[config.mk]
export PLATFORM = sky130hd
export DESIGN_NAME = cell_balance_selector
export DESIGN_NICKNAME = d
export VERILOG_FILES = /design/src/rtl/cba_pkg.sv /design/src/rtl/cba_accum.sv /design/src/rtl/cba_eval.sv /design/src/rtl/cell_balance_selector.sv
export SDC_FILE = /design/constraint.sdc
export NUM_CORES = 1
export LEC_CHECK = 0
export BUFFER_PORTS_ARGS = -buffer_cell sky130_fd_sc_hd__buf_2
export CORE_ASPECT_RATIO = 1.75
export CORE_MARGIN = 2
export CORE_UTILIZATION = 55
export CTS_CLUSTER_DIAMETER = 40
export DETAILED_ROUTE_END_ITERATION = 7
export HOLD_SLACK_MARGIN = 0.05
export PLACE_DENSITY = 0.77
export SLEW_MARGIN = 10
export SYNTH_ARGS = -nofsm -noshare
export SYNTH_HDL_FRONTEND = slang
export SYNTH_SLANG_ARGS = --single-unit
export TNS_END_PERCENT = 10
[constraint.sdc]
create_clock -name clk -period 10.8 [get_ports clk]
set_input_delay 0.54 -clock clk [delete_from_list [all_inputs] [get_ports clk]]
set_output_delay 0.54 -clock clk [all_outputs]
set_load 0.01 [all_outputs]
[src/rtl/cba_pkg.sv]
package cba_pkg;
    typedef enum logic [0:0] {
        ST_COLLECT = 1'b0,
        ST_EVAL    = 1'b1
    } cba_state_e;
endpackage

[src/rtl/cba_accum.sv]
module cba_accum #(
    parameter int VW = 16,
    parameter int CPM = 7,
    parameter int NMOD = 2,
    localparam int N = CPM * NMOD,
    localparam int CIW = (N > 1) ? $clog2(N) : 1,
    localparam int MIW = (NMOD > 1) ? $clog2(NMOD) : 1,
    localparam int PW = (CPM > 1) ? $clog2(CPM) : 1,
    localparam int SW = VW + CIW + 1,
    localparam int MSW = VW + PW + 1
) (
    input  logic           clk,
    input  logic           rst_n,
    input  logic           clr,
    input  logic           take,
    input  logic           last,
    input  logic           flt_in,
    input  logic [VW-1:0]  cell_mv,
    input  logic [VW-1:0]  uv_mv,
    input  logic [VW-1:0]  ov_mv,
    output logic [SW-1:0]  sum_o,
    output logic [VW-1:0]  min_o,
    output logic [VW-1:0]  max_o,
    output logic [CIW-1:0] min_idx_o,
    output logic [MIW-1:0] min_mod_o,
    output logic [MIW-1:0] src_mod_o,
    output logic           fault_o
);
    logic [SW-1:0]  sum_q;
    logic [VW-1:0]  min_q, max_q;
    logic [CIW-1:0] cnt_q, min_idx_q;
    logic [MIW-1:0] mod_q, min_mod_q, src_q;
    logic [PW-1:0]  pos_q;
    logic [MSW-1:0] run_q, best_q, run_n;
    logic           flt_q, first;

    assign run_n = run_q + MSW'(cell_mv);
    assign first = (cnt_q == '0);

    always_ff @(posedge clk) begin
        if (!rst_n || clr) begin
            sum_q <= '0; min_q <= '0; max_q <= '0;
            cnt_q <= '0; min_idx_q <= '0; mod_q <= '0;
            min_mod_q <= '0; src_q <= '0; pos_q <= '0;
            run_q <= '0; best_q <= '0; flt_q <= 1'b0;
        end else if (take) begin
            sum_q <= sum_q + SW'(cell_mv);
            if (first || cell_mv < min_q) begin
                min_q     <= cell_mv;
                min_idx_q <= cnt_q;
                min_mod_q <= mod_q;
            end
            if (first || cell_mv > max_q) max_q <= cell_mv;
            if (pos_q == PW'(CPM - 1)) begin
                if (mod_q == '0 || run_n > best_q) begin
                    best_q <= run_n;
                    src_q  <= mod_q;
                end
                run_q <= '0;
                pos_q <= '0;
                if (mod_q != MIW'(NMOD - 1)) mod_q <= mod_q + 1'b1;
            end else begin
                run_q <= run_n;
                pos_q <= pos_q + 1'b1;
            end
            if (cnt_q == CIW'(N - 1)) begin
                if (!last) flt_q <= 1'b1;
            end else begin
                cnt_q <= cnt_q + 1'b1;
                if (last) flt_q <= 1'b1;
            end
            if (flt_in || cell_mv < uv_mv || cell_mv > ov_mv) flt_q <= 1'b1;
        end
    end

    assign sum_o     = sum_q;
    assign min_o     = min_q;
    assign max_o     = max_q;
    assign min_idx_o = min_idx_q;
    assign min_mod_o = min_mod_q;
    assign src_mod_o = src_q;
    assign fault_o   = flt_q;

    a_r3_min_not_above_max: assert property (@(posedge clk) disable iff (!rst_n)
        (cnt_q != '0) |-> (min_q <= max_q));
endmodule

[src/rtl/cba_eval.sv]
module cba_eval #(
    parameter int VW = 16,
    parameter int N = 14,
    parameter int SW = 21
) (
    input  logic [SW-1:0] sum_i,
    input  logic [VW-1:0] min_i,
    input  logic [VW-1:0] max_i,
    input  logic [VW-1:0] thresh_i,
    output logic [VW-1:0] avg_o,
    output logic [VW-1:0] dev_o,
    output logic          within_o
);
    logic [SW-1:0] quot;
    logic [VW-1:0] dev_hi, dev_lo;

    always_comb begin
        quot     = sum_i / SW'(N);
        avg_o    = quot[VW-1:0];
        dev_hi   = max_i - avg_o;
        dev_lo   = avg_o - min_i;
        dev_o    = (dev_hi > dev_lo) ? dev_hi : dev_lo;
        within_o = (dev_o < thresh_i);
    end
endmodule

[src/rtl/cell_balance_selector.sv]
module cell_balance_selector
    import cba_pkg::*;
#(
    parameter int VW = 16,
    parameter int CELLS_PER_MOD = 7,
    parameter int NUM_MODS = 2,
    localparam int N = CELLS_PER_MOD * NUM_MODS,
    localparam int CIW = (N > 1) ? $clog2(N) : 1,
    localparam int MIW = (NUM_MODS > 1) ? $clog2(NUM_MODS) : 1,
    localparam int SW = VW + CIW + 1
) (
    input  logic           clk,
    input  logic           rst_n,
    input  logic           cell_valid,
    input  logic [VW-1:0]  cell_mv,
    input  logic           cell_last,
    input  logic           fault_in,
    input  logic [VW-1:0]  thresh_mv,
    input  logic [VW-1:0]  uv_mv,
    input  logic [VW-1:0]  ov_mv,
    output logic           res_valid,
    output logic [VW-1:0]  avg_mv,
    output logic [VW-1:0]  max_dev_mv,
    output logic [CIW-1:0] tgt_cell,
    output logic [MIW-1:0] tgt_mod,
    output logic [MIW-1:0] src_mod,
    output logic           tgt_vld,
    output logic           bal_done,
    output logic           fault
);
    cba_state_e     state_q, state_d;
    logic           take, clr;
    logic [SW-1:0]  acc_sum;
    logic [VW-1:0]  acc_min, acc_max, ev_avg, ev_dev;
    logic [CIW-1:0] acc_min_idx;
    logic [MIW-1:0] acc_min_mod, acc_src;
    logic           acc_flt, ev_within;

    assign take = (state_q == ST_COLLECT) && cell_valid;
    assign clr  = (state_q == ST_EVAL);

    cba_accum #(.VW(VW), .CPM(CELLS_PER_MOD), .NMOD(NUM_MODS)) u_accum (
        .clk(clk), .rst_n(rst_n), .clr(clr), .take(take), .last(cell_last),
        .flt_in(fault_in), .cell_mv(cell_mv), .uv_mv(uv_mv), .ov_mv(ov_mv),
        .sum_o(acc_sum), .min_o(acc_min), .max_o(acc_max),
        .min_idx_o(acc_min_idx), .min_mod_o(acc_min_mod),
        .src_mod_o(acc_src), .fault_o(acc_flt)
    );

    cba_eval #(.VW(VW), .N(N), .SW(SW)) u_eval (
        .sum_i(acc_sum), .min_i(acc_min), .max_i(acc_max), .thresh_i(thresh_mv),
        .avg_o(ev_avg), .dev_o(ev_dev), .within_o(ev_within)
    );

    always_ff @(posedge clk) begin
        if (!rst_n) state_q <= ST_COLLECT;
        else        state_q <= state_d;
    end

    always_comb begin
        state_d = state_q;
        unique case (state_q)
            ST_COLLECT: if (take && cell_last) state_d = ST_EVAL;
            ST_EVAL:    state_d = ST_COLLECT;
            default:    state_d = ST_COLLECT;
        endcase
    end

    always_ff @(posedge clk) begin
        if (!rst_n) begin
            res_valid <= 1'b0; avg_mv <= '0; max_dev_mv <= '0;
            tgt_cell <= '0; tgt_mod <= '0; src_mod <= '0;
            tgt_vld <= 1'b0; bal_done <= 1'b0; fault <= 1'b0;
        end else begin
            res_valid <= (state_q == ST_EVAL);
            if (state_q == ST_EVAL) begin
                avg_mv     <= ev_avg;
                max_dev_mv <= ev_dev;
                tgt_cell   <= acc_min_idx;
                tgt_mod    <= acc_min_mod;
                src_mod    <= acc_src;
                fault      <= acc_flt;
                tgt_vld    <= !acc_flt;
                bal_done   <= ev_within && !acc_flt;
            end
        end
    end

    a_r1_eval_gives_pulse: assert property (@(posedge clk) disable iff (!rst_n)
        (state_q == ST_EVAL) |=> res_valid);
    a_r1_pulse_after_last: assert property (@(posedge clk) disable iff (!rst_n)
        res_valid |-> $past(cell_valid && cell_last, 2));
    a_r1_hold_between: assert property (@(posedge clk) disable iff (!rst_n)
        !res_valid |-> ($stable(max_dev_mv) && $stable(tgt_cell) && $stable(src_mod)));
    a_r3_module_of_target: assert property (@(posedge clk) disable iff (!rst_n)
        (res_valid && tgt_vld) |-> (int'(tgt_mod) == int'(tgt_cell) / CELLS_PER_MOD));
endmodule

After elaboration in Yosys (flattened, before gate mapping):

Index checks and enable logic that the tools add are counted.

* register bits after elaboration: 151
* latch bits: 0
* RAM bits: 0
* bits in read-only memories: 0
* bits of input ports: 69
* output and inout bits: 42
* logic and storage cells: 72
* memories kept: 0

* add/sub/neg operators: 7
* multiply operators: 0
* div/mod/pow operators: 1
* $lt $le $gt $ge: 7
* eq/ne operators: 3
* shifts and indexed selects: 0
* multiplexer cells: 10
* bitwise logic cells: 3
* reductions and logical operators: 19

Operators with widths (number)
* > comparator 16 bit: 3
* < comparator 16 bit: 3
* subtractor 16 bit: 2
* adder 21 x 16 -> 21 bit: 1
* divider 21 x 4 -> 21 bit (second input constant): 1
* adder 20 x 16 -> 20 bit: 1
* > comparator 20 bit: 1
* 2-to-1 mux 20 bit: 1
* 2-to-1 mux 16 bit: 1
* AND reduction 2 bit: 4
* logical OR 1 bit: 6
* 2-to-1 mux 1 bit: 6
* AND reduction 3 bit: 2
* adder 4 x 1 -> 4 bit (second input constant): 1
* equality test 4 bit (second input constant): 1
* logical NOT 4 bit: 1
* adder 3 x 1 -> 3 bit (second input constant): 1
* equality test 3 bit (second input constant): 1
* logical AND 1 bit: 3
* 2-to-1 mux 3 bit: 1
* != test 3 bit (second input constant): 1
* inverter 1 bit: 3
* nonzero test 3 bit: 1
* logical NOT 1 bit: 2
* 2 further kinds: 2

Depth between registers and ports, before layout:

Gate-level depths: netlist of the first run.

* depth in word-level cells: 6
* gate-level depth with buffers: 66
* depth with buffers taken out: 60

Hierarchy:

A second synthesis of the first run with hierarchy kept.

* cells, all modules: 1717
* area total of the unflattened synthesis: 13844.5 sq um

Modules (own cells, without submodules)
* cba_accum: times used 1, cells an instance 908, area each 7472.2 sq um
* cba_eval: times used 1, cells an instance 670, area each 4739.5 sq um
* cell_balance_selector: times used 1, cells an instance 139, area each 1632.8 sq um

Least setup slack after synthesis of the first run:

No wires, ideal clock.

* path type: register -> register
* start point: reg u_accum.sum_q[17] (netlist: u_accum.sum_o[17])
* end point: reg bal_done
* arrival time: 11.348 ns
* data required time: 10.743 ns
* path slack: -0.606 ns
* stages on the path, launching flop included: 59
* path buffers: 5
* clock period less this slack: 11.406 ns
* path through: dfxtp_1 > buf_2 > buf_2 > nor3b_1 > o211ai_1 > o31a_1 > mux2_4 > o221a_1 > or2_1 > buf_6 > a211oi_4 > nand2_2 > a311o_4 > a311oi_2 > a211oi_2 > a41o_1 > a32o_1 > a221oi_4 > [23 not listed] > nor2b_1 > o21ai_0 > a22o_1 > clkbuf_1 > clkbuf_1 > nor2_1 > a21oi_1 > ha_1 > a21boi_0 > o21a_1 > o21a_1 > o21a_1 > o21a_1 > o21a_1 > o21a_1 > o21a_1 > o21ai_0 > a31o_2

* word-level cells in the longest chain between the ends: 6

RTL lines
* start, declared: RTL line cba_accum.sv:29 `logic [SW-1:0] sum_q;`
* start signal, assigned: RTL line cba_accum.sv:47 `sum_q <= sum_q + SW'(cell_mv);`
* divider 21 x 4 -> 21 bit (*): RTL line cba_eval.sv:18 `quot = sum_i / SW'(N);`
* subtractor 16 bit, on equally long branches: RTL line cba_eval.sv:20, cba_eval.sv:21
* > comparator 16 bit: RTL line cba_eval.sv:22 `dev_o = (dev_hi > dev_lo) ? dev_hi : dev_lo;`
* 2-to-1 mux 16 bit (*): RTL line cba_eval.sv:22
* via ev_dev[2]: RTL line cell_balance_selector.sv:34 `logic [VW-1:0] acc_min, acc_max, ev_avg, ev_dev;`
* < comparator 16 bit (*): RTL line cba_eval.sv:23 `within_o = (dev_o < thresh_i);`
* logical AND 1 bit (*): RTL line cell_balance_selector.sv:84 `bal_done <= ev_within && !acc_flt;`
* end signal, assigned: RTL line cell_balance_selector.sv:84
* end, declared: RTL line cell_balance_selector.sv:28 `output logic bal_done,`

Mark *: on every way through the listed nets, which the timed path passes. The rest lies on a longest branch.
A chain may end at the register's enable or synchronous reset.

Final worst setup path of the first run:

* start point: reg u_accum.sum_q[17] (netlist: u_accum.sum_o[17])
* end point: reg bal_done

* word-level cells in the longest chain between the ends: 6

RTL lines (RTL line)
* divider 21 x 4 -> 21 bit (*): cba_eval.sv:18
* via ev_avg[0]: cell_balance_selector.sv:34
* subtractor 16 bit, on equally long branches: cba_eval.sv:20, cba_eval.sv:21
* > comparator 16 bit: cba_eval.sv:22
* 2-to-1 mux 16 bit (*): cba_eval.sv:22
* via ev_dev[2]: cell_balance_selector.sv:34
* < comparator 16 bit (*): cba_eval.sv:23
* logical AND 1 bit (*): cell_balance_selector.sv:84

Marked as above.

==> impl_metrics.csv, run 1 <==
group,metric,value,unit
timing,tightest_slew,1.20,ns
timing,hold_ws,0.364,ns
critical_path,r2r-start,"u_accum.sum_o[17]$_SDFFE_PP0P_",
synth,syn_avg_cell_area,8.28,um2
finish,drive_gt1_share,26.3,%
synth,ys_ff_latch,151,
critical_path,end_kind,"flop",
detailed_routing,vias,12225,
synth,synth_top_family_by_area,"compound AO/OA/AOI/OAI gates",
placed_design,placedCellCount,2031,
detailed_routing,highest_layer,"met4",
hold_path,holdCritStartpoint,"cell_last",
detailed_routing,wl_met3,1290,um
synth,synth_compound_area_share,24.5,%
finish,layout_common_cells,"177 x buf_4, 176 x ha_1, 174 x inv_1",
synth,synth_cell_type_count,98,
critical_path,rr_worst_depth,59,
timing,max_freq,88.1,MHz
synth,synth-main-ff-cell,"dfxtp_1",
synth,yosysSeqAreaShare,23.8,%
global_route,grt_overflow_total,0,
finish,design_area,16000,um2
critical_path,critPathMaxFanout,6,
cts,clockBufferDepth,2,
finish,final_cells,2098,
synth,postSynthCellCount,1531,
finish,final_core_util,70.4,%
pwr,ir_drop,164,uV
synth,synthArstFlopShare,0,%
cts,insertion_delay,0.45,ns
die,die_y,205,um
finish,syn2layout_area_growth,25.8,%
synth,synth_edf_count,0,
timing,timing.final.hold_violations,0,
synth,synthesis.nets,1781,
synth,yosys.area_share.xor_xnor,5.11,%
detailed_routing,drt-initial-drc-count,572,
placed_design,portBuffers,110,
cts,clockRootBuffer,"clkbuf_16",
hold_path,hp-class,"in -> reg",
detailed_routing,drcViolationCount,0,
cts,cts_sinks,151,
placed_design,postPlaceCellArea,14600,um2
synth,syn_area,12700,um2
die,io_pins,111,
critical_path,regToRegSetupSlack,-0.55,ns
die,floorplan.die_area,24300,um2
placed_design,dp_hpwl,27200,um
synth,synthSimpleGateAreaFrac,14.3,%
outcome,status,"finished with violations",
job,cap_violations,0,
cts,cts_buffers,17,
detailed_routing,routedWlPerCell,17.5,um
die,rows,73,
global_route,antenna_found_initial,0,
timing,rsz0062_at_grt,"yes",
critical_path,worstPathRequired,11.20,ns
synth,muxShareOfSynthArea,6.88,%
cts,path_clk_slew,0.07,ns
detailed_routing,finalWirelength,36800,um
die,start_util,56.0,%
global_route,grt_pass1_wl,58300,um
detailed_routing,met1_length,13600,um
critical_path,cp_common_cell,"a21o_1",
finish,n_antenna_cell,0,
detailed_routing,postRouteAntennaNets,0,
timing,skew,0.00721,ns
critical_path,critPathLaunchType,"flop",
finish,final_common_cell,"buf_4",
critical_path,r2r-end,"bal_done$_SDFFE_PN0P_",
placed_design,gp_congestion,0.899,
timing,fin_crit,11.35,ns
hold_path,whs_endpoint,"clr$_SDFF_PP0_",
global_route,grt_max_degree,77,
timing,relSlewSlack,20.1,%
timing,setup_violations,1,
cts,h-tree-depth,4,
die,die_w,119,um
global_route,grt_pass1_vias,12418,
die,core,22700,um2
detailed_routing,wl_met2,19700,um
pwr,p_per_area,250,nW/um2
timing,timing.final.crit_share,105,%
cts,cts_tree,"done",
detailed_routing,routed_via_density,5.83,
global_route,grtUsageTotal,29.9,%
timing,tns,-0.546,ns
critical_path,slowest_delay,0.40,ns
hold_path,min_path_cells,2,
critical_path,crit_type,"reg -> reg",
critical_path,arrival,11.75,ns
synth,synth_adder_area_share,18.2,%
timing,report.final.slew_viol_count,0,
finish,nets,2036,
outcome,violations,"setup timing",
synth,ys_warn_count,0,
pwr,power.leakage,7.91,nW
timing,finalWorstSetupSlack,-0.546,ns
critical_path,crit_path_top_delay_cell,"or3_4",
detailed_routing,first_pass_iters,5,
==> report_power, final <==
part	switching, mW	total, mW	leakage, nW	internal, mW
registers	0.0411	0.643	1.23	0.602
clock network	0.262	0.628	0.297	0.366
logic	1.36	2.72	6.38	1.37
total	1.66	3.99	7.91	2.33
==> area by class of cell <==
type,instances,area (um2)
clock buffers,18,429
clock inverters,13,169
fillers,1786,6700
inverters,180,678
multi-input cells,1143,9320
flip-flops and latches,151,3040
well taps,300,375
repair buffers,293,1950
==> cell families after synthesis <==
family | count (synthesis)
fa+ha+maj | 182
simple gates | 374
xor+xnor | 74
mux | 85
flops | 151
buf+inv | 237
compound gates | 428
==> Yosys cell counts (all sizes together), types with 27 or more instances <==
cell type | number | area share, %
ha | 177 | 17
inv | 177 | 5.2
nor2 | 153 | 4.5
dfxtp | 151 | 24
a21oi | 115 | 4.6
mux2i | 71 | 5.6
nand2 | 69 | 2.1
a21o | 56 | 3.3
o21ai | 55 | 2.2
xnor2 | 48 | 3.3
clkbuf | 40 | 1.2
nor2b | 36 | 1.8
o21bai | 27 | 1.6
==> routing by layer <==
metal,GRT usage [%],up-vias
met2,57.7,326
met4,18.5,0
li1,-,5923
met3,4.51,135
met1,29.4,5841
met5,0,-
==> worst max path at each step <==
stage | startpoint | to | slack, ns | depth (start not counted)
final | u_accum.sum_o[17]$_SDFFE_PP0P_ | bal_done$_SDFFE_PN0P_ | -0.55 | 59
after detailed placement | u_accum.sum_o[19]$_SDFFE_PP0P_ | bal_done$_SDFFE_PN0P_ | -1.07 | 59
after global routing | u_accum.sum_o[16]$_SDFFE_PP0P_ | bal_done$_SDFFE_PN0P_ | -1.16 | 65
after global placement | u_accum.sum_o[16]$_SDFFE_PP0P_ | bal_done$_SDFFE_PN0P_ | -0.75 | 61
after floorplan | u_accum.sum_o[19]$_SDFFE_PP0P_ | bal_done$_SDFFE_PN0P_ | 0.002 | 62
after CTS | u_accum.sum_o[17]$_SDFFE_PP0P_ | bal_done$_SDFFE_PN0P_ | -0.43 | 56
==> critical path, delay by kind of cell, from the launching register on <==
| family | cells | cell delay (ns) |
|---|---|---|
| XOR/XNOR | 1 | 0.21 |
| multiplexers | 2 | 0.41 |
| AO/OA/AOI/OAI | 34 | 6.22 |
| flip-flops | 1 | 0.36 |
| adder cells (fa/ha/maj) | 4 | 1.02 |
| AND/OR/NAND/NOR | 11 | 2.09 |
| buffers and inverters | 7 | 0.93 |
==> what timing repair did <==
action                     CTS  global route
cloned                       0             0
setup buffers               23            14
gates resized for setup     92            32
hold buffers                 0             0
pin swaps                   54            64
setup endpoints to repair    4            11
==> stage by stage <==
stage / power, mW / setup WS, ns
5_1_grt: 4.28 / -1.16
3_3_place_gp: 3.00 / -0.751
6_report: 3.99 / -0.546
2_1_floorplan: 2.25 / 0.00229
4_1_cts: 3.90 / -0.431
3_5_place_dp: 3.06 / -1.07
==> sequential cells by signal (all words and copies together) (netlist names), 16 cells and up <==
name	flops
u_accum.sum_o	21
u_accum.best_q	20
u_accum.run_q	20
avg_mv	16
max_dev_mv	16
u_accum.max_o	16
u_accum.min_o	16
(Power assumes the default switching activity.)
==> run 2, diff against run 1 <==
--- a/config.mk
+++ b/config.mk
@@ -6,13 +6,14 @@
 export NUM_CORES = 1
 export LEC_CHECK = 0
 export BUFFER_PORTS_ARGS = -buffer_cell sky130_fd_sc_hd__buf_2
+export CAP_MARGIN = 20
 export CORE_ASPECT_RATIO = 1.75
 export CORE_MARGIN = 2
 export CORE_UTILIZATION = 55
 export CTS_CLUSTER_DIAMETER = 40
 export DETAILED_ROUTE_END_ITERATION = 7
 export HOLD_SLACK_MARGIN = 0.05
-export PLACE_DENSITY = 0.77
+export PLACE_DENSITY = 0.78
 export SLEW_MARGIN = 10
 export SYNTH_ARGS = -nofsm -noshare
 export SYNTH_HDL_FRONTEND = slang
==> run 2 against run 1 <==
Via count decreased by 0.15%. Clock skew down 0.0013 ns. Highest routed layer unchanged. Largest cell class unchanged. Maximum frequency fell by 0.85%. Core utilization decreased by 1.7 points. The run still ends with setup timing left. Critical path type unchanged. Sequential share of layout area rose by 0.47 points. Final cell count is 0.81% lower.
==> impl_metrics.csv, run 2 (synthesized netlist as in run 1, its figures left out) <==
group,metric,value,unit
critical_path,slowest_delay,0.38,ns
finish,fill_cells,1876,
pwr,power.leakage,7.73,nW
timing,skew,0.00588,ns
critical_path,crit_path_top_delay_cell,"or3_4",
detailed_routing,drt-initial-drc-count,472,
global_route,grt_pass1_vias,12444,
placed_design,portBuffers,110,
timing,relSlewSlack,57.6,%
placed_design,dp_hpwl,27000,um
timing,report.final.slew_viol_count,0,
timing,fin_crit,11.44,ns
critical_path,rr_worst_depth,58,
placed_design,gp_congestion,0.929,
critical_path,crit_end,"bal_done$_SDFFE_PN0P_",
global_route,grt_max_degree,108,
detailed_routing,vias,12207,
die,die_w,119,um
detailed_routing,finalWirelength,36200,um
critical_path,end_kind,"flop",
die,rows,73,
hold_path,hp-class,"in -> reg",
outcome,violations,"setup timing",
detailed_routing,routedWlPerCell,17.4,um
cts,path_clk_slew,0.07,ns
global_route,grt_pass1_wl,57800,um
cts,cts_hold_buf,0,
finish,multiInputGateArea,9070,um2
job,cap_violations,0,
timing,finalWorstSetupSlack,-0.643,ns
die,start_util,56.0,%
detailed_routing,met1_length,13400,um
detailed_routing,wl_met2,19000,um
global_route,antenna_found_initial,0,
cts,cts_sinks,151,
timing,tns,-0.643,ns
pwr,finalPower,3.87,mW
detailed_routing,first_pass_iters,5,
cts,insertion_delay,0.45,ns
cts,h-tree-depth,4,
critical_path,r2r-start,"u_accum.sum_o[17]$_SDFFE_PP0P_",
finish,nets,2019,
critical_path,arrival,11.84,ns
die,floorplan.die_area,24300,um2
timing,tightest_slew,0.636,ns
critical_path,critPathLaunchType,"flop",
critical_path,crit_start,"u_accum.sum_o[17]$_SDFFE_PP0P_",
die,die_y,205,um
finish,syn2layout_area_growth,22.8,%
timing,rsz0062_at_grt,"yes",
finish,largest_reg_flops,21,
timing,setup_violations,1,
finish,drive_gt1_share,23.8,%
outcome,status,"finished with violations",
critical_path,regToRegSetupSlack,-0.64,ns
cts,cts_buffers,17,
finish,layout_common_cells,"176 x ha_1, 174 x inv_1, 159 x buf_4",
detailed_routing,highest_layer,"met4",
timing,max_freq,87.4,MHz
cts,clockRootBuffer,"clkbuf_16",
timing,hold_ws,0.354,ns
finish,n_antenna_cell,0,
critical_path,worstPathRequired,11.20,ns
timing,timing.final.hold_violations,0,
critical_path,r2r-end,"bal_done$_SDFFE_PN0P_",
pwr,p_per_area,248,nW/um2
cts,cts_tree,"done",
die,core,22700,um2
detailed_routing,postRouteAntennaNets,0,
critical_path,cp_common_cell,"o21a_1",
critical_path,critPathMaxFanout,16,
detailed_routing,drcViolationCount,0,
detailed_routing,wl_met3,1550,um
timing,timing.final.crit_share,106,%
global_route,grtUsageTotal,29.4,%
global_route,grt_overflow_total,0,
cts,clockBufferDepth,2,
critical_path,crit_type,"reg -> reg",
die,io_pins,111,
pwr,ir_drop,149,uV
detailed_routing,routed_via_density,5.87,
finish,seq_area,3040,um2
finish,final_common_cell,"ha_1",
## run 2: changes by cell type in the layout (fill, tap and decap cells not counted), moves of 3 or more
| cell | delta |
|---|---|
| nor3_1 | +3 |
| buf_4 | -18 |
| a211oi_2 | +3 |
| xnor2_1 | +3 |
| a21oi_1 | +3 |
| o21ai_0 | +3 |
| a21oi_2 | -3 |
| buf_12 | +3 |
| nand2_1 | +4 |
| nand2_2 | -4 |
| o21ai_2 | -4 |
## run 2: metal layers
metal,global-route usage (%),vias to the layer above
li1,-,5896
met1,29.1,5762
met2,56.0,397
met3,4.62,152
met4,19.3,0
met5,0,-
## run 2: worst min-delay path by stage
stage	depth (start not counted)	start	to
after floorplan	2	u_accum.src_mod_o$_SDFFE_PP0P_	u_accum.src_mod_o$_SDFFE_PP0P_
after global placement	2	u_accum.src_mod_o$_SDFFE_PP0P_	u_accum.src_mod_o$_SDFFE_PP0P_
after detailed placement	2	u_accum.src_mod_o$_SDFFE_PP0P_	u_accum.src_mod_o$_SDFFE_PP0P_
after CTS	2	cell_last	clr$_SDFF_PP0_
after global routing	2	cell_last	clr$_SDFF_PP0_
final	2	cell_last	clr$_SDFF_PP0_
## run 2: critical path, delay by kind of cell (launching register included)
family                   cells  cell delay [ns]
AND/OR/NAND/NOR              8             1.83
XOR/XNOR                     1             0.18
adder cells (fa/ha/maj)      4             1.06
AO/OA/AOI/OAI               37             6.63
buffers and inverters        6             0.76
flip-flops                   1             0.36
multiplexers                 2             0.57
## run 2: layout make-up
| type | count | area share, % |
|---|---|---|
| clock buffers | 18 | 2.82 |
| clock inverters | 13 | 0.787 |
| inverters | 180 | 4.34 |
| multi-input cells | 1143 | 58.3 |
| flip-flops and latches | 151 | 19.5 |
| well taps | 300 | 2.41 |
| repair buffers | 276 | 11.9 |
## run 2: timing repair
action / CTS / global route
cloned: 0 / 0
buffers inserted: 10 / 8
pin swaps: 20 / 22
gates resized for setup: 42 / 30
setup endpoints to repair: 1 / 12
## run 2: per-stage QoR
| step | area (um2) | cells | utilization (%) | setup WS, ns |
|---|---|---|---|---|
| 2_1_floorplan | 12800 | 1531 | - | 0.00229 |
| 5_1_grt | 15600 | 2081 | 68.7 | -1.21 |
| 6_report | 15600 | 2081 | 68.7 | -0.643 |
| 4_1_cts | 15300 | 2071 | 67.7 | -0.545 |
| 3_5_place_dp | 14600 | 2030 | 64.4 | -0.955 |
| 3_3_place_gp | 14600 | 2030 | 64.4 | -0.711 |
## run 2: power breakdown
part	total, mW	switching [mW]	internal, mW
clock	0.585	0.261	0.324
combinational	2.64	1.31	1.32
sequential	0.644	0.0422	0.602
total	3.87	1.62	2.25
==> run 3, diff against run 2 <==
--- a/config.mk
+++ b/config.mk
@@ -13,7 +13,8 @@
 export CTS_CLUSTER_DIAMETER = 40
 export DETAILED_ROUTE_END_ITERATION = 7
 export HOLD_SLACK_MARGIN = 0.05
-export PLACE_DENSITY = 0.78
+export PLACE_DENSITY = 0.75
+export RECOVER_POWER = 50
 export SLEW_MARGIN = 10
 export SYNTH_ARGS = -nofsm -noshare
 export SYNTH_HDL_FRONTEND = slang
==> constraint.sdc (replaced) <==
create_clock -name clk -period 14.83 [get_ports clk]
set_input_delay 0.7415 -clock clk [delete_from_list [all_inputs] [get_ports clk]]
set_output_delay 0.7415 -clock clk [all_outputs]
set_load 0.01 [all_outputs]
==> run 3 against run 2 <==
Via count is 7.2% lower. Flip-flop and latch count stayed put. Worst setup slack better by 2.1 ns. Cell area is 10% lower. Sequential power is 26% lower. The flow finishes with violations (capacitance limit, slew limit). First-iteration DRC count is 34% higher. Clock power is 23% lower. Highest routed layer unchanged. Critical path depth is 5 lower. Routed wire length is 9.5% lower. Final cell count is 7.6% lower. Clock skew is 0.0040 ns higher. Register-to-register slack better by 2.1 ns.
==> impl_metrics.csv, run 3 (synthesized netlist as in run 1, its figures left out) <==
group,metric,value,unit
outcome,status,"finished with violations",
outcome,violations,"capacitance limit, slew limit",
placed_design,portBuffers,110,
detailed_routing,routed_via_density,5.89,
finish,design_area,14000,um2
pwr,power.leakage,6.73,nW
die,die_w,119,um
pwr,seqPwrFrac,19.9,%
critical_path,critPathMaxFanout,19,
pwr,p_per_area,171,nW/um2
timing,tns,0,ns
global_route,grt_overflow_total,0,
timing,rsz0062_at_grt,"no",
pwr,internal-power,1.35,mW
cts,postCtsSetupBuffers,0,
cts,insertion_delay,0.46,ns
placed_design,dp_slack,1.82,ns
critical_path,worstPathRequired,15.23,ns
finish,n_antenna_cell,0,
timing,timing.final.hold_violations,0,
pwr,netSwitchingFraction,43.2,%
die,rows,73,
placed_design,postPlaceCellArea,13500,um2
finish,layout_common_cells,"177 x ha_1, 175 x inv_1, 153 x nor2_1",
hold_path,hp-class,"reg -> reg",
pwr,p_sw,1.03,mW
timing,fin_crit,13.42,ns
critical_path,end_kind,"flop",
cts,cts_sinks,151,
die,floorplan.die_area,24300,um2
pwr,ir_drop,103,uV
detailed_routing,vias,11330,
detailed_routing,drt-initial-drc-count,634,
finish,fill_cells,2121,
global_route,grt_pass1_vias,11185,
cts,clockRootBuffer,"clkbuf_16",
detailed_routing,routedWlPerCell,17.0,um
finish,syn2layout_area_growth,10.2,%
pwr,p_comb_share,61.2,%
cts,h-tree-depth,4,
timing,finalWorstSetupSlack,1.41,ns
cts,cts_hold_buf,0,
cts,clockBufferDepth,2,
cts,ctsResizeCount,0,
critical_path,crit_path_top_delay_cell,"dfxtp_1",
critical_path,arrival,13.83,ns
critical_path,slowest_delay,0.72,ns
detailed_routing,drcViolationCount,0,
timing,relSlewSlack,-115,%
job,cap_violations,2,
critical_path,cp_num_buf_inv,2,
die,start_util,56.0,%
critical_path,critical_path.top_delay_family,"compound AO/OA/AOI/OAI gates",
detailed_routing,finalWirelength,32700,um
timing,report.final.slew_viol_count,103,
cts,path_clk_slew,0.06,ns
die,die_y,205,um
critical_path,critPathLaunchType,"flop",
global_route,grt_pass1_wl,53500,um
timing,skew,0.00989,ns
timing,max_freq,74.5,MHz
detailed_routing,first_pass_iters,5,
pwr,clockPowerShare,18.9,%
cts,cts_tree,"done",
placed_design,dp_hpwl,25300,um
placed_design,gp_congestion,0.921,
global_route,antenna_found_initial,0,
finish,final_common_cell,"ha_1",
critical_path,crit_type,"reg -> reg",
cts,cts_buffers,17,
finish,largest_reg_flops,21,
die,io_pins,111,
timing,setup_violations,0,
timing,tightest_slew,3.22,ns
detailed_routing,postRouteAntennaNets,0,
global_route,grt_max_degree,72,
finish,drive_gt1_share,9.74,%
timing,timing.final.crit_share,90.5,%
die,core,22700,um2
finish,nets,1862,
global_route,grtUsageTotal,27.4,%
==> run 3: changes by cell type in the layout (fill, tap and decap cells not counted), moves of 8 or more <==
| cell | previous run | this run |
|---|---|---|
| buf_4 | 159 | 5 |
| clkbuf_1 | 0 | 46 |
| buf_2 | 110 | 68 |
| a21oi_1 | 98 | 114 |
| a21oi_2 | 16 | 1 |
| o21ai_0 | 38 | 48 |
| o21ai_1 | 11 | 3 |
==> run 3: metrics by stage <==
step	instances	util [%]	power [mW]	hold WS, ns
floorplan	1531	-	1.60	0.423
global placement	1892	59.4	1.89	0.433
detailed placement	1893	59.4	1.93	0.437
CTS	1923	62.0	2.39	0.450
global route	1923	61.7	2.60	0.468
finish	1923	61.7	2.39	0.452
==> run 3: layer usage <==
layer | routed length [um] | track usage (%) | vias to the layer above
met5 | 0 | 0 | -
met4 | 1260 | 13.1 | 0
met3 | 1110 | 3.37 | 82
met2 | 17500 | 52.5 | 288
met1 | 12800 | 29.2 | 5381
li1 | - | - | 5579
==> run 3: power by group through the flow <==
stage                     combinational [mW]  sequential, mW  clock, mW
after detailed placement                1.45           0.483          0
after floorplan                         1.13           0.473          0
after CTS                               1.46           0.474      0.455
after global placement                  1.41           0.482          0
after global routing                    1.65           0.480      0.474
final                                   1.46           0.475      0.451
==> run 3: final cells by class <==
cell class	count	area [um2]	share of cell area [%]
clock buffers	19	443	3.17
clock inverters	11	149	1.07
inverters	180	676	4.83
multi-input cells	1143	8750	62.6
flip-flops and latches	151	3020	21.6
well taps	300	375	2.69
repair buffers	119	562	4.02
==> run 3: path summary, 6_finish.rpt <==
| path | start | end | slack [ns] | cells past startpoint |
|---|---|---|---|---|
| worst max-delay path | u_accum.sum_o[16]$_SDFFE_PP0P_ | bal_done$_SDFFE_PN0P_ | 1.41 | 53 |
| worst min-delay path | avg_mv[9]$_SDFFE_PN0P_ | avg_mv[9]$_SDFFE_PN0P_ | 0.45 | 2 |
| worst max register to register | u_accum.sum_o[16]$_SDFFE_PP0P_ | bal_done$_SDFFE_PN0P_ | 1.41 | 53 |
| worst min register to register | avg_mv[9]$_SDFFE_PN0P_ | avg_mv[9]$_SDFFE_PN0P_ | 0.45 | 2 |
==> run 3: worst register-to-register path, delay by kind of cell, from the launching register on <==
kind	cells	cell delay, ns
AO/OA/AOI/OAI	41	9.81
adder cells (fa/ha/maj)	4	1.18
AND/OR/NAND/NOR	4	0.93
flip-flops	1	0.72
multiplexers	1	0.47
XOR/XNOR	1	0.16
buffers and inverters	2	0.11
